`src/rtl/mtp_pkg.sv`:
```
package mtp_pkg;
    typedef enum logic [3:0] {
        ST_RESET, ST_IDLE,
        ST_SEL_DR, ST_CAP_DR, ST_SHIFT_DR, ST_EXIT1_DR, ST_PAUSE_DR, ST_EXIT2_DR, ST_UPD_DR,
        ST_SEL_IR, ST_CAP_IR, ST_SHIFT_IR, ST_EXIT1_IR, ST_PAUSE_IR, ST_EXIT2_IR, ST_UPD_IR
    } tap_state_e;

    localparam int OP_W = 3;
    localparam logic [OP_W-1:0] OP_EXTEST  = 3'b000;
    localparam logic [OP_W-1:0] OP_IDCODE  = 3'b001;
    localparam logic [OP_W-1:0] OP_SAMPLEZ = 3'b010;
    localparam logic [OP_W-1:0] OP_SAMPLE  = 3'b100;
    localparam logic [OP_W-1:0] OP_BYPASS  = 3'b111;
    localparam int ID_W = 32;
endpackage

```
`src/rtl/mtp_ctrl_fsm.sv`:
```
module mtp_ctrl_fsm
    import mtp_pkg::*;
(
    input  logic       tck,
    input  logic       por_n,
    input  logic       tms,
    output tap_state_e state
);
    typedef struct packed {
        tap_state_e st;
    } fsm_t;

    fsm_t fsm_d, fsm_q;

    always_comb begin
        fsm_d = fsm_q;
        unique case (fsm_q.st)
            ST_RESET:    fsm_d.st = tms ? ST_RESET    : ST_IDLE;
            ST_IDLE:     fsm_d.st = tms ? ST_SEL_DR   : ST_IDLE;
            ST_SEL_DR:   fsm_d.st = tms ? ST_SEL_IR   : ST_CAP_DR;
            ST_CAP_DR:   fsm_d.st = tms ? ST_EXIT1_DR : ST_SHIFT_DR;
            ST_SHIFT_DR: fsm_d.st = tms ? ST_EXIT1_DR : ST_SHIFT_DR;
            ST_EXIT1_DR: fsm_d.st = tms ? ST_UPD_DR   : ST_PAUSE_DR;
            ST_PAUSE_DR: fsm_d.st = tms ? ST_EXIT2_DR : ST_PAUSE_DR;
            ST_EXIT2_DR: fsm_d.st = tms ? ST_UPD_DR   : ST_SHIFT_DR;
            ST_UPD_DR:   fsm_d.st = tms ? ST_SEL_DR   : ST_IDLE;
            ST_SEL_IR:   fsm_d.st = tms ? ST_RESET    : ST_CAP_IR;
            ST_CAP_IR:   fsm_d.st = tms ? ST_EXIT1_IR : ST_SHIFT_IR;
            ST_SHIFT_IR: fsm_d.st = tms ? ST_EXIT1_IR : ST_SHIFT_IR;
            ST_EXIT1_IR: fsm_d.st = tms ? ST_UPD_IR   : ST_PAUSE_IR;
            ST_PAUSE_IR: fsm_d.st = tms ? ST_EXIT2_IR : ST_PAUSE_IR;
            ST_EXIT2_IR: fsm_d.st = tms ? ST_UPD_IR   : ST_SHIFT_IR;
            ST_UPD_IR:   fsm_d.st = tms ? ST_SEL_DR   : ST_IDLE;
            default:     fsm_d.st = ST_RESET;
        endcase
    end

    always_ff @(posedge tck or negedge por_n) begin
        if (!por_n) fsm_q <= '{st: ST_RESET};
        else        fsm_q <= fsm_d;
    end

    assign state = fsm_q.st;

    // once in reset, a high tms keeps it there
    a_r2_reset_hold: assert property (@(posedge tck) disable iff (!por_n)
        (fsm_q.st == ST_RESET && tms) |=> (fsm_q.st == ST_RESET));
endmodule

```
`src/rtl/mtp_instr_reg.sv`:
```
module mtp_instr_reg
    import mtp_pkg::*;
(
    input  logic       tck,
    input  logic       por_n,
    input  logic       tdi,
    input  tap_state_e state,
    output logic       ir_lsb,
    output logic       sel_chain,
    output logic       sel_ident,
    output logic       hiz_req
);
    typedef struct packed {
        logic [OP_W-1:0] sh;
        logic [OP_W-1:0] cur;
    } ir_t;

    ir_t ir_d, ir_q;

    always_comb begin
        ir_d = ir_q;
        unique case (state)
            ST_RESET:    ir_d.cur = OP_IDCODE;
            ST_CAP_IR:   ir_d.sh  = {{(OP_W-1){1'b0}}, 1'b1};
            ST_SHIFT_IR: ir_d.sh  = {tdi, ir_q.sh[OP_W-1:1]};
            ST_UPD_IR:   ir_d.cur = ir_q.sh;
            default:     ;
        endcase
    end

    always_ff @(posedge tck or negedge por_n) begin
        if (!por_n) ir_q <= '{sh: '0, cur: OP_IDCODE};
        else        ir_q <= ir_d;
    end

    assign ir_lsb    = ir_q.sh[0];
    assign sel_chain = (ir_q.cur == OP_EXTEST) || (ir_q.cur == OP_SAMPLE) ||
                       (ir_q.cur == OP_SAMPLEZ);
    assign sel_ident = (ir_q.cur == OP_IDCODE);
    assign hiz_req   = (ir_q.cur == OP_EXTEST) || (ir_q.cur == OP_SAMPLEZ);

    // reset state always leaves IDCODE active
    a_r1_idcode_on_reset: assert property (@(posedge tck) disable iff (!por_n)
        (state == ST_RESET) |=> (ir_q.cur == OP_IDCODE));
endmodule

```
`src/rtl/mtp_data_regs.sv`:
```
module mtp_data_regs
    import mtp_pkg::*;
#(
    parameter int          CHAIN_LEN  = 109,
    parameter logic [2:0]  ID_REV     = 3'd0,
    parameter logic        CFG_DLL    = 1'b1,
    parameter logic        CFG_QUAD   = 1'b1,
    parameter logic        CFG_BURST4 = 1'b0,
    parameter logic        CFG_SEPIO  = 1'b1,
    parameter logic [1:0]  CFG_WIDTH  = 2'b11,
    parameter logic [10:0] ID_DENS    = 11'h015,
    parameter logic [10:0] ID_VENDOR  = 11'h2A5
) (
    input  logic                 tck,
    input  logic                 por_n,
    input  logic                 tdi,
    input  tap_state_e           state,
    input  logic                 sel_chain,
    input  logic                 sel_ident,
    input  logic [CHAIN_LEN-1:0] pad_in,
    output logic                 dr_lsb,
    output logic [CHAIN_LEN-1:0] pad_out
);
    localparam logic [ID_W-1:0] ID_WORD = {ID_REV, CFG_DLL, CFG_QUAD, CFG_BURST4,
                                           CFG_SEPIO, CFG_WIDTH, ID_DENS, ID_VENDOR, 1'b1};

    typedef struct packed {
        logic [CHAIN_LEN-1:0] chain;
        logic [CHAIN_LEN-1:0] upd;
        logic [ID_W-1:0]      ident;
        logic                 byp;
    } dr_t;

    dr_t dr_d, dr_q;
    logic [CHAIN_LEN-1:0] cell_nxt;
    logic cap_en, shf_en;

    assign cap_en = (state == ST_CAP_DR) && sel_chain;
    assign shf_en = (state == ST_SHIFT_DR) && sel_chain;

    for (genvar g = 0; g < CHAIN_LEN; g++) begin : g_cell
        logic feed;
        if (g == CHAIN_LEN - 1) begin : g_head
            assign feed = tdi;
        end else begin : g_body
            assign feed = dr_q.chain[g+1];
        end
        assign cell_nxt[g] = cap_en ? pad_in[g] : (shf_en ? feed : dr_q.chain[g]);
    end

    always_comb begin
        dr_d = dr_q;
        dr_d.chain = cell_nxt;
        unique case (state)
            ST_CAP_DR: begin
                if (sel_ident)       dr_d.ident = ID_WORD;
                else if (!sel_chain) dr_d.byp   = 1'b0;
            end
            ST_SHIFT_DR: begin
                if (sel_ident)       dr_d.ident = {tdi, dr_q.ident[ID_W-1:1]};
                else if (!sel_chain) dr_d.byp   = tdi;
            end
            ST_UPD_DR: if (sel_chain) dr_d.upd = dr_q.chain;
            default: ;
        endcase
    end

    always_ff @(posedge tck or negedge por_n) begin
        if (!por_n) dr_q <= '{chain: '0, upd: '0, ident: ID_WORD, byp: 1'b0};
        else        dr_q <= dr_d;
    end

    assign dr_lsb  = sel_chain ? dr_q.chain[0] : (sel_ident ? dr_q.ident[0] : dr_q.byp);
    assign pad_out = dr_q.upd;

    // update stage moves only on Update-DR of a chain instruction
    a_r8_update_hold: assert property (@(posedge tck) disable iff (!por_n)
        !(state == ST_UPD_DR && sel_chain) |=> $stable(pad_out));
    // bypass stage captures 0
    a_r5_bypass_zero: assert property (@(posedge tck) disable iff (!por_n)
        (state == ST_CAP_DR && !sel_chain && !sel_ident) |=> (dr_q.byp == 1'b0));
endmodule

```
`src/rtl/mem_test_port.sv`:
```
module mem_test_port
    import mtp_pkg::*;
#(
    parameter int CHAIN_LEN = 109
) (
    input  logic                 tck,
    input  logic                 por_n,
    input  logic                 tms,
    input  logic                 tdi,
    input  logic [CHAIN_LEN-1:0] pad_in,
    output logic                 tdo,
    output logic                 tdo_en,
    output logic                 out_hiz,
    output logic [CHAIN_LEN-1:0] pad_out
);
    tap_state_e state;
    logic ir_lsb, dr_lsb, sel_chain, sel_ident;

    mtp_ctrl_fsm u_fsm (.tck(tck), .por_n(por_n), .tms(tms), .state(state));

    mtp_instr_reg u_ir (
        .tck(tck), .por_n(por_n), .tdi(tdi), .state(state), .ir_lsb(ir_lsb),
        .sel_chain(sel_chain), .sel_ident(sel_ident), .hiz_req(out_hiz)
    );

    mtp_data_regs #(.CHAIN_LEN(CHAIN_LEN)) u_dr (
        .tck(tck), .por_n(por_n), .tdi(tdi), .state(state), .sel_chain(sel_chain),
        .sel_ident(sel_ident), .pad_in(pad_in), .dr_lsb(dr_lsb), .pad_out(pad_out)
    );

    typedef struct packed {
        logic bit_out;
        logic en;
    } out_t;

    out_t out_d, out_q;

    always_comb begin
        out_d = out_q;
        out_d.en = (state == ST_SHIFT_IR) || (state == ST_SHIFT_DR);
        if (state == ST_SHIFT_IR)      out_d.bit_out = ir_lsb;
        else if (state == ST_SHIFT_DR) out_d.bit_out = dr_lsb;
    end

    always_ff @(negedge tck or negedge por_n) begin
        if (!por_n) out_q <= '{bit_out: 1'b0, en: 1'b0};
        else        out_q <= out_d;
    end

    assign tdo    = out_q.bit_out;
    assign tdo_en = out_q.en;

    // the high-impedance request moves only at Update-IR or reset
    a_r7_hiz_hold: assert property (@(posedge tck) disable iff (!por_n)
        (state != ST_UPD_IR && state != ST_RESET) |=> $stable(out_hiz));
    // at each rising edge the enable matches the shift states
    a_r9_enable_shift: assert property (@(posedge tck) disable iff (!por_n)
        tdo_en == (state == ST_SHIFT_IR || state == ST_SHIFT_DR));
endmodule

```
`config.mk`:
```
export PLATFORM = sky130hd
export DESIGN_NAME = mem_test_port
export DESIGN_NICKNAME = d
export VERILOG_FILES = /design/src/rtl/mtp_pkg.sv /design/src/rtl/mtp_ctrl_fsm.sv /design/src/rtl/mtp_instr_reg.sv /design/src/rtl/mtp_data_regs.sv /design/src/rtl/mem_test_port.sv
export SDC_FILE = /design/constraint.sdc
export NUM_CORES = 1
export LEC_CHECK = 0
export BUFFER_PORTS_ARGS = -buffer_cell sky130_fd_sc_hd__buf_4
export CAP_MARGIN = 20
export CORE_MARGIN = 4
export CORE_UTILIZATION = 50
export CTS_BUF_LIST = sky130_fd_sc_hd__clkbuf_8 sky130_fd_sc_hd__clkbuf_16
export CTS_CLUSTER_SIZE = 14
export DETAILED_ROUTE_END_ITERATION = 8
export GPL_TIMING_DRIVEN = 0
export HOLD_SLACK_MARGIN = 0.15
export PLACE_DENSITY = 0.7
export SYNTH_ARGS = -nofsm -noshare
export SYNTH_HDL_FRONTEND = slang
export SYNTH_HIERARCHICAL = 1
export SYNTH_SLANG_ARGS = --single-unit
```
`constraint.sdc`:
```
create_clock -name tck -period 2.85 [get_ports tck]
set_clock_uncertainty 0.15 [all_clocks]
set_input_delay 0.4275 -clock tck [delete_from_list [all_inputs] [get_ports tck]]
set_output_delay 0.4275 -clock tck [all_outputs]
set_load 0.05 [all_outputs]
```
==> flow_summary.yaml <==
run_status:
  outcome: "finished, violations left"
  violations: "negative setup slack"
place:
  pre_cts_slack_ps: -300
  hpwl_um: 18200
  gp_congestion: 0.784
  portBuffers: 224
  placed_area_mm2: 0.0137
synth:
  synthFlopType: "dfrtp_1"
  syn_inst: 880
  ys.warnings.count: 6
  ys_ff_latch: 263
  synth_cell_types: 53
  synth.net_count: 993
  async_flop_share_pct: 100
  synth_edf_count: 0
  netlist_area_mm2: 0.0116
  synth_seq_area_share_pct: 57.1
  syn_area_per_cell_um2: 13.1
global_route:
  grt_overflow: 0
  met3_usage_pct: 3.90
  busiest_layer: "met2"
  grtUsageMet1_pct: 31.0
  grt_pass1_wl_um: 46600
  grtUsageTotal_pct: 22.0
  antenna_found_initial: 1
  grt_util_met2_pct: 35.6
  first_global_vias: 8788
  grt_max_degree: 114
layout:
  fillers: 1647
  drive_above_1_share_pct: 43.8
  num-nets-final: 1364
  regArea_mm2: 0.00661
  multi_input_area_mm2: 0.00380
  syn_to_final_growth_pct: 36.8
  final_area_mm2: 0.0158
  utilization_pct: 69.6
detailed_routing:
  antenna_left: 0
  drt-total-wl_um: 28500
  drc_errors: 0
  wl_per_cell_um: 18.3
  post_drt_via_cell_ratio: 5.44
  drtIter0Drc: 476
  dr.pass1.iters: 5
  vias: 8482
clock_tree:
  numCtsBuffers: 28
  cts.sink_count: 263
  clk_latency_ps: 530
  cts_tree: "done"
  clockBufferDepth: 3
  htree_levels: 1
  cts-root-buf: "clkbuf_16"
  path_clk_slew_ps: 60
worst_setup_path:
  reg2reg_slack_ps: -250
  arrival_ps: 2530
  reg2reg_depth: 3
  worstPathMaxFanout: 2
  crit_path_top_delay_cell: "dfrtn_1"
  reg2reg_from: "u_fsm/state[1]$_DFF_PN0_"
  cp_cell_sequence: "buf_6"
  cp_num_buf_inv: 1
  cp-end-kind: "output pin"
  critPathMaxStageDelay_ps: 420
  cp.required_ps: 2270
  r2r_end: "tdo$_DFFE_NN0P_"
  cp_num_cells: 1
  crit_family: "flip-flops"
  crit_path_start_kind: "register"
  path_class: "reg2out"
power_and_ir_drop:
  vdd_ir_drop_max_uv: 602
  powerDensity_mw_per_mm2: 1070
  power_leakage_nw: 8.39
timing:
  rsz0062_at_grt: "true"
  drv_slew: 0
  hold_viol: 0
  timing.final.ws_setup_ps: -260
  max-slew-margin-rel_pct: 47.7
  fin_setup_tns_ps: -743
  setup_violations: 3
  worstMarginPinSlew_ps: 785
die:
  pin_count: 225
  die-area_mm2: 0.0256
  start_util_pct: 50.9
  num_rows: 55
  die_x_um: 160
  fp.dieH_um: 160
  coreArea_mm2: 0.0227
min_path:
  hp-class: "in2async"
run:
  maxCapViolCount: 0
==> cell type report <==
class                   count  share of cell area, %
clock buffers              33                   4.94
clock inverters            19                   1.23
flip-flops and latches    263                   41.8
well taps                 285                   2.26
repair buffers            341                   18.3
inverters                   4                 0.0950
plain buffers             177                   7.32
diodes                      1                 0.0158
multi-input cells         436                   24.0
==> synth_stat cells, types with 2 or more instances <==
cell type	count	area [um^2]
o22a_1	15	131
and2b_2	2	17.5
nor3b_1	2	15.0
dfrtn_1	2	50.1
a22o_1	18	158
a221o_1	109	1090
clkbuf_1	29	109
nor2b_1	2	12.5
nor3_1	3	15.0
and3_1	110	688
dfstp_2	15	394
buf_2	28	140
mux2_1	10	113
a21oi_1	9	45.0
nor2_1	5	18.8
nand2_1	10	37.5
o22ai_1	3	18.8
inv_1	4	15.0
o21ai_0	7	35.0
o21ai_2	2	17.5
buf_4	117	878
and2_1	2	12.5
dfrtp_1	246	6160
mux2_2	99	1110
o21a_1	3	22.5
==> registers in the layout (all words and copies together), names as in the netlist <==
register,count
tdo,1
tdo_en,1
u_dr/dr_q,142
u_dr/pad_out,109
u_fsm/state,4
u_ir/ir_lsb,1
u_ir/ir_q,5
==> metal layers <==
layer  wire length [um]  vias up
li1                   -     3963
met1              12700     4226
met2              13800      243
met3               1490       50
met4                605        0
met5                  0        -
==> cells by family (layout without fill, tap and decap cells) <==
kind of cell / count (synthesis) / in the layout / synth area share [%]
buffers and inverters: 181 / 574 / 10.1
flip-flops: 263 / 263 / 57.1
AO/OA/AOI/OAI: 173 / 173 / 13.7
other: 0 / 1 / 0
multiplexers: 110 / 110 / 10.7
AND/OR/NAND/NOR: 153 / 153 / 8.36
==> metrics by stage <==
stage	cells	power, mW	hold slack (ps)
after floorplan	880	11.1	-18.1
after global placement	1389	12.8	285
after detailed placement	1391	12.9	181
after CTS	1556	17.0	199
after global routing	1559	17.8	235
final	1559	16.9	217
==> cell usage in the layout (no fill, tap or decap), types with 18 or more instances in the layout <==
| master | instances |
|---|---|
| dlygate4sd3_1 | 112 |
| dfrtp_1 | 242 |
| a22o_1 | 18 |
| clkbuf_16 | 29 |
| clkbuf_1 | 29 |
| buf_2 | 28 |
| buf_4 | 340 |
| a221o_1 | 109 |
| and3_1 | 110 |
| mux2_2 | 99 |
==> power by group <==
group	internal, mW	switching [mW]
Clock	2.30	1.46
Combinational	3.09	3.57
Sequential	5.33	1.17
==> how the worst max path moves through the flow <==
stage                                        start               end  slack (ps)
final                              tdo$_DFFE_NN0P_               tdo        -260
after global routing      u_fsm/state[1]$_DFF_PN0_   tdo$_DFFE_NN0P_        -300
after CTS                 u_ir/ir_q[0]$_DFFE_PN1P_   tdo$_DFFE_NN0P_        -300
after detailed placement  u_ir/ir_q[0]$_DFFE_PN1P_   tdo$_DFFE_NN0P_        -300
after global placement                       por_n  tdo_en$_DFF_NN0_       -2200
after floorplan           u_fsm/state[1]$_DFF_PN0_   tdo$_DFFE_NN0P_        -170
==> timing repair <==
| action | in CTS | in global routing |
|---|---|---|
| setup endpoints to repair | 3 | 14 |
| hold buffers | 112 | 0 |
| pin swaps | 1 | 1 |
| hold endpoints to repair | 265 | 0 |
| buffers inserted | 1 | 2 |
| gates resized for setup | 4 | 4 |
Power figures use the tool's default switching activity.
